$ cat src/rtl/spi_presc_pkg.sv
package spi_presc_pkg;
  localparam int PRE_W_DEF  = 4;
  localparam int POST_W_DEF = 4;

  // Bits needed by the binary stage counter for a given exponent field width.
  function automatic int bin_cnt_bits(input int exp_w);
    return (1 << exp_w) - 1;
  endfunction
endpackage

$ cat src/rtl/presc_linear.sv
module presc_linear #(
  parameter int W = 4
) (
  input  logic         clk,
  input  logic         rst_n,
  input  logic         clr,
  input  logic [W-1:0] lim,
  output logic         last,
  output logic         mid
);
  logic [W-1:0] cnt_q, cnt_d;
  logic [W:0]   half_pt;

  assign half_pt = ({1'b0, lim} + {{W{1'b0}}, 1'b1}) >> 1;
  assign last    = (cnt_q == lim);
  assign mid     = (lim != '0) && ({1'b0, cnt_q} == (half_pt - {{W{1'b0}}, 1'b1}));

  always_comb begin
    cnt_d = cnt_q;
    if (clr)       cnt_d = '0;
    else if (last) cnt_d = '0;
    else           cnt_d = cnt_q + {{(W-1){1'b0}}, 1'b1};
  end

  always_ff @(posedge clk or negedge rst_n) begin
    if (!rst_n) cnt_q <= '0;
    else        cnt_q <= cnt_d;
  end


  lin_range_chk: assert property (@(posedge clk) disable iff (!rst_n)
    cnt_q <= lim);


  lin_clear_chk: assert property (@(posedge clk) disable iff (!rst_n)
    clr |=> (cnt_q == '0));
endmodule

$ cat src/rtl/presc_binary.sv
module presc_binary #(
  parameter int EXP_W = 4
) (
  input  logic             clk,
  input  logic             rst_n,
  input  logic             clr,
  input  logic             step,
  input  logic [EXP_W-1:0] exp_sel,
  output logic             last,
  output logic             mid
);
  localparam int CW = spi_presc_pkg::bin_cnt_bits(EXP_W);

  logic [CW-1:0] cnt_q, cnt_d;
  logic [CW:0]   span;
  logic [CW:0]   cnt_x;

  assign span  = {{CW{1'b0}}, 1'b1} << exp_sel;
  assign cnt_x = {1'b0, cnt_q};
  assign last  = (cnt_x == (span - {{CW{1'b0}}, 1'b1}));
  assign mid   = (exp_sel != '0) && (cnt_x == ((span >> 1) - {{CW{1'b0}}, 1'b1}));

  always_comb begin
    cnt_d = cnt_q;
    if (clr)       cnt_d = '0;
    else if (step) cnt_d = last ? '0 : cnt_q + {{(CW-1){1'b0}}, 1'b1};
  end

  always_ff @(posedge clk or negedge rst_n) begin
    if (!rst_n) cnt_q <= '0;
    else        cnt_q <= cnt_d;
  end


  bin_range_chk: assert property (@(posedge clk) disable iff (!rst_n)
    cnt_x < span);


  bin_hold_chk: assert property (@(posedge clk) disable iff (!rst_n)
    (!clr && !step) |=> $stable(cnt_q));
endmodule

$ cat src/rtl/presc_phase.sv
module presc_phase (
  input  logic clk,
  input  logic rst_n,
  input  logic clr,
  input  logic tick,
  output logic phase
);
  logic ph_q, ph_d;

  always_comb begin
    ph_d = ph_q;
    if (clr)       ph_d = 1'b0;
    else if (tick) ph_d = ~ph_q;
  end

  always_ff @(posedge clk or negedge rst_n) begin
    if (!rst_n) ph_q <= 1'b0;
    else        ph_q <= ph_d;
  end

  assign phase = ph_q;


  phase_toggle_chk: assert property (@(posedge clk) disable iff (!rst_n)
    (tick && !clr) |=> (phase != $past(phase)));


  phase_hold_chk: assert property (@(posedge clk) disable iff (!rst_n)
    (!tick && !clr) |=> $stable(phase));


  phase_clr_chk: assert property (@(posedge clk) disable iff (!rst_n)
    clr |=> !phase);
endmodule

$ cat src/rtl/spi_sclk_prescaler.sv
module spi_sclk_prescaler #(
  parameter int PRE_W  = spi_presc_pkg::PRE_W_DEF,
  parameter int POST_W = spi_presc_pkg::POST_W_DEF
) (
  input  logic              clk,
  input  logic              rst_n,
  input  logic              en,
  input  logic              run,
  input  logic [PRE_W-1:0]  pre_div,
  input  logic [POST_W-1:0] post_div,
  output logic              sclk_tick,
  output logic              sclk_phase
);
  logic              active, idle;
  logic [PRE_W-1:0]  pre_q, pre_d;
  logic [POST_W-1:0] post_q, post_d;
  logic              cfg_load;
  logic              lin_last, lin_mid, bin_last, bin_mid;
  logic              end_tick, mid_tick;

  assign active = en & run;
  assign idle   = ~active;

  presc_linear #(.W(PRE_W)) u_lin (
    .clk  (clk),
    .rst_n(rst_n),
    .clr  (idle),
    .lim  (pre_q),
    .last (lin_last),
    .mid  (lin_mid)
  );

  presc_binary #(.EXP_W(POST_W)) u_bin (
    .clk    (clk),
    .rst_n  (rst_n),
    .clr    (idle),
    .step   (lin_last),
    .exp_sel(post_q),
    .last   (bin_last),
    .mid    (bin_mid)
  );

  assign end_tick  = active & lin_last & bin_last;
  assign mid_tick  = active & ((post_q == '0) ? lin_mid : (lin_last & bin_mid));
  assign sclk_tick = end_tick | mid_tick;

  presc_phase u_ph (
    .clk  (clk),
    .rst_n(rst_n),
    .clr  (idle),
    .tick (sclk_tick),
    .phase(sclk_phase)
  );

  // Divider fields are captured together: every idle cycle, and at period end.
  assign cfg_load = idle | end_tick;

  always_comb begin
    pre_d  = pre_q;
    post_d = post_q;
    if (cfg_load) begin
      pre_d  = pre_div;
      post_d = post_div;
    end
  end

  always_ff @(posedge clk or negedge rst_n) begin
    if (!rst_n) begin
      pre_q  <= '0;
      post_q <= '0;
    end else begin
      pre_q  <= pre_d;
      post_q <= post_d;
    end
  end


  unity_rate_chk: assert property (@(posedge clk) disable iff (!rst_n)
    (active && pre_q == '0 && post_q == '0) |-> sclk_tick);


  cfg_hold_chk: assert property (@(posedge clk) disable iff (!rst_n)
    (active && !end_tick) |=> ($stable(pre_q) && $stable(post_q)));


  idle_quiet_chk: assert property (@(posedge clk) disable iff (!rst_n)
    !active |-> !sclk_tick);
endmodule

$ cat config.mk
export PLATFORM = sky130hd
export DESIGN_NAME = spi_sclk_prescaler
export DESIGN_NICKNAME = d
export VERILOG_FILES = /design/src/rtl/spi_presc_pkg.sv /design/src/rtl/presc_linear.sv /design/src/rtl/presc_binary.sv /design/src/rtl/presc_phase.sv /design/src/rtl/spi_sclk_prescaler.sv
export SDC_FILE = /design/constraint.sdc
export NUM_CORES = 1
export LEC_CHECK = 0
export BUFFER_PORTS_ARGS = -buffer_cell sky130_fd_sc_hd__buf_2
export CORE_ASPECT_RATIO = 0.5
export CORE_MARGIN = 3
export CORE_UTILIZATION = 55
export CTS_BUF_LIST = sky130_fd_sc_hd__clkbuf_16
export CTS_CLUSTER_DIAMETER = 40
export DETAILED_ROUTE_END_ITERATION = 16
export PLACE_DENSITY = 0.72
export SLEW_MARGIN = 5
export SYNTH_ARGS = -nofsm -noshare
export SYNTH_HDL_FRONTEND = slang
export SYNTH_HIERARCHICAL = 1
export SYNTH_SLANG_ARGS = --single-unit
export TNS_END_PERCENT = 10
$ cat constraint.sdc
create_clock -name clk -period 5.2 [get_ports clk]
set_clock_uncertainty 0.2 [all_clocks]
set_input_delay 1.04 -clock clk [delete_from_list [all_inputs] [get_ports clk]]
set_output_delay 1.04 -clock clk [all_outputs]
set_load 0.01 [all_outputs]
==> reports/results.tsv <==
metric	value	unit
Ys Warns	6	
XOR/XNOR share of the synthesized area	12.6	%
CP cell instances	or2_1, nor3_1, inv_1, ha_2, buf_4, nor2b_1, a32oi_1, o22ai_1, xnor2_1, nand3_1, a2111oi_0, and2_1, mux2i_1, a21oi_1, buf_2	
R2R depth	14	
Syn Nets	417	
post-synthesis simple-gate area fraction	27.2	%
Fillers	444	
Cells after DPL	456	
Post-synth ARST share	100	%
Pleak	1.33	nW
post-synthesis mux area share	3.48	%
unrepaired setup endpoints after global routing	no	
GP Congestion	1.00	
Max stage delay cell, worst path	dfrtp_1	
Slew @ Worst Pin	620	ps
cell family with most CP delay	simple AND/OR/NAND/NOR gates	
Detail Route Antenna Nets	0	
Hold Fails Final Rpt	0	
Max transition margin	58.7	%
Register Area	701	sq um
CP required	3960	ps
Final #Nets	416	
post-DP HPWL	6020	um
CP Launch Type	register	
crit path capture type	output pin	
Synth Area in Adders	5.15	%
P&R area growth vs syn	5.98	%
fmax	0.204	GHz
Setup Viol. Count Final	0	
Synth Area in Compound Gates	22.4	%
worst r2r dst	pre_q[2]	
final slew viol count	0	
worst hold path class	reg -> reg	
Layout Cells excl Fill	460	
Residual DRC	0	
First DRT Iteration DRCs	304	
sequential-to-total area share from yosys stat	22.2	%
first-pass GRT wire length	13700	um
Ports	14	
crit share post-route	94.1	%
# rows	18	
Power, Total	694	uW
Yosys cell types	79	
DIE AREA	6750	sq um
ant diodes	0	
largest net degree at the start of global routing	44	
largest area contributor in the netlist	dfrtp_1	
routed vias	2950	
CTS root buf	clkbuf_16	
worst skew pair latency	260	ps
FF+latch count, synth	28	
Multi-input gate area	2240	sq um
outcome	completed	
GRT Overall Usage	25.4	%
Synth top area share	22.2	%
synth top area cells	dfrtp_1 (22%), xnor2_1 (6.1%), xor2_1 (5.8%)	
Initial Util	60.5	%
main combinational cell family by area after synthesis	simple AND/OR/NAND/NOR gates	
CTS hold repair buffers	0	
CTS H-tree depth	1	
cell area power density	207	nW/um^2
Worst IR Drop VDD	209	uV
hold wc startpoint	u_lin/cnt_q[0]	
GR Overflow Total	0	
Max-Cap Viols	0	
Initial DRT Pass Iterations	5	
die width	113	um
vias per cell	6.41	
reg-to-reg setup timing slack	1360	ps
Setup TNS	0	ps
clock sink total	28	
Worst Hold End	u_lin/cnt_q[0]	
number of synthesized flops with an enable pin	0	
Worst R2R Start	post_q[2]	
initial antenna violation count	0	
Reg clk slew, reported paths	70	ps
setup repair bufs after CTS	0	
Worst EP arrival	3650	ps
Die Y	59.6	um
Tmin final	4890	ps
DR WL/cell	18.0	um
Crit Path Max Fanout	12	
synthesized area	3160	sq um
number of port buffers	13	
TritonCTS Buffers	3	
Worst path max stage delay	390	ps
CTS Buffer Depth	2	
share of layout cells above drive strength 1	17.4	%
post-CTS sizing	0	
Synth Instances	392	
Worst Hold Path Cells	1	
Primary FF master, synth	dfrtp_1	
Crit Path Class	reg -> out	
final wirelength	8290	um
vias in the first global route	2786	
CP Buf/Inv Count	3	
CTS tree	done	
syn avg cell area	8.06	sq um
core footprint	5230	sq um
## through the flow
step	setup WS, ps	util [%]	hold WS, ps	instance area (sq um)
3_5_place_dp	588	62.0	334	3240
4_1_cts	273	64.0	348	3340
5_1_grt	3.55	64.1	372	3350
6_report	306	64.1	345	3350
3_3_place_gp	662	62.0	332	3240
2_1_floorplan	803	-	300	3160
## cell usage in the layout (no fill, tap or decap), types with 5 or more instances in the layout
cell and n:
o22ai_1 5, inv_1 12, buf_4 12, nor2_2 10, nor2_1 24, nand4_1 5
mux2_2 8, nor3_1 11, xor2_1 21, a21oi_1 22, nand2_1 35, nand3_1 22
o21ai_0 15, and3_1 8, dfrtp_1 28, nor2b_1 5, ha_1 12, buf_2 13
xnor2_1 22, a211oi_1 7
## report_power, final
group | switching, mW | leakage, nW | internal [mW]
logic | 0.138 | 0.905 | 0.0935
clock network | 0.0742 | 0.0511 | 0.153
registers | 0.0110 | 0.372 | 0.224
total | 0.224 | 1.33 | 0.471
## layer usage
layer / up-vias / track usage (%) / share of wire (%)
met3: 6 / 2.14 / 6.8
met1: 1420 / 36.0 / 46
met2: 118 / 42.2 / 46
li1: 1406 / - / -
met4: 0 / 7.19 / 0.68
met5: - / 0 / 0
## cells by family (layout without fill, tap and decap cells)
group,Yosys count,count (layout)
AOI/OAI and AO/OA,94,94
xor gates and xnor gates,44,44
adders and majority gates,13,13
buffers and inverters,46,44
DFF,28,28
muxes,10,10
and+or+nand+nor,157,157
## state kept, by name, summed over array words and instances, names as in the netlist
register	flops
u_bin/cnt_q	15
pre_q	4
u_ph/phase	1
post_q	4
u_lin/cnt_q	4
## cell type report
class,instances,share of cell area (%)
inverters,15,1.79
clock buffers,3,2.24
repair buffers,25,4.63
multi-input cells,318,66.9
flip-flops and latches,28,20.9
clock inverters,1,0.897
well taps,70,2.61
## cell usage after synthesis (3+ instances only)
library cell  number
and3_1             8
nor2_2            10
and2_1             4
nand3_1           22
nor2_1            24
nand2b_1           3
nor3b_1            4
mux2_2             8
nand2_1           35
xnor2_1           22
a31oi_1            3
clkbuf_1          15
a21oi_1           22
o21bai_1           3
inv_1             12
xor2_1            21
nand4_1            5
o21ai_0           15
nor4_1             4
dfrtp_1           28
nor2b_1            5
nor3_1            11
a211oi_1           7
buf_2              8
buf_6              4
o22ai_1            5
o211ai_1           3
ha_1              13
## worst max path at each step
| stage | from | endpoint | slack (ps) | cells past startpoint |
|---|---|---|---|---|
| detailed placement | post_q[2] | sclk_tick | 590 | 16 |
| global route | post_q[2] | sclk_tick | 4 | 16 |
| floorplan | post_q[1] | sclk_tick | 800 | 15 |
| CTS | post_q[2] | sclk_tick | 270 | 16 |
| finish | post_q[2] | sclk_tick | 310 | 15 |
| global placement | post_q[2] | sclk_tick | 660 | 16 |
Note: power is estimated with default switching activity, not from simulation.
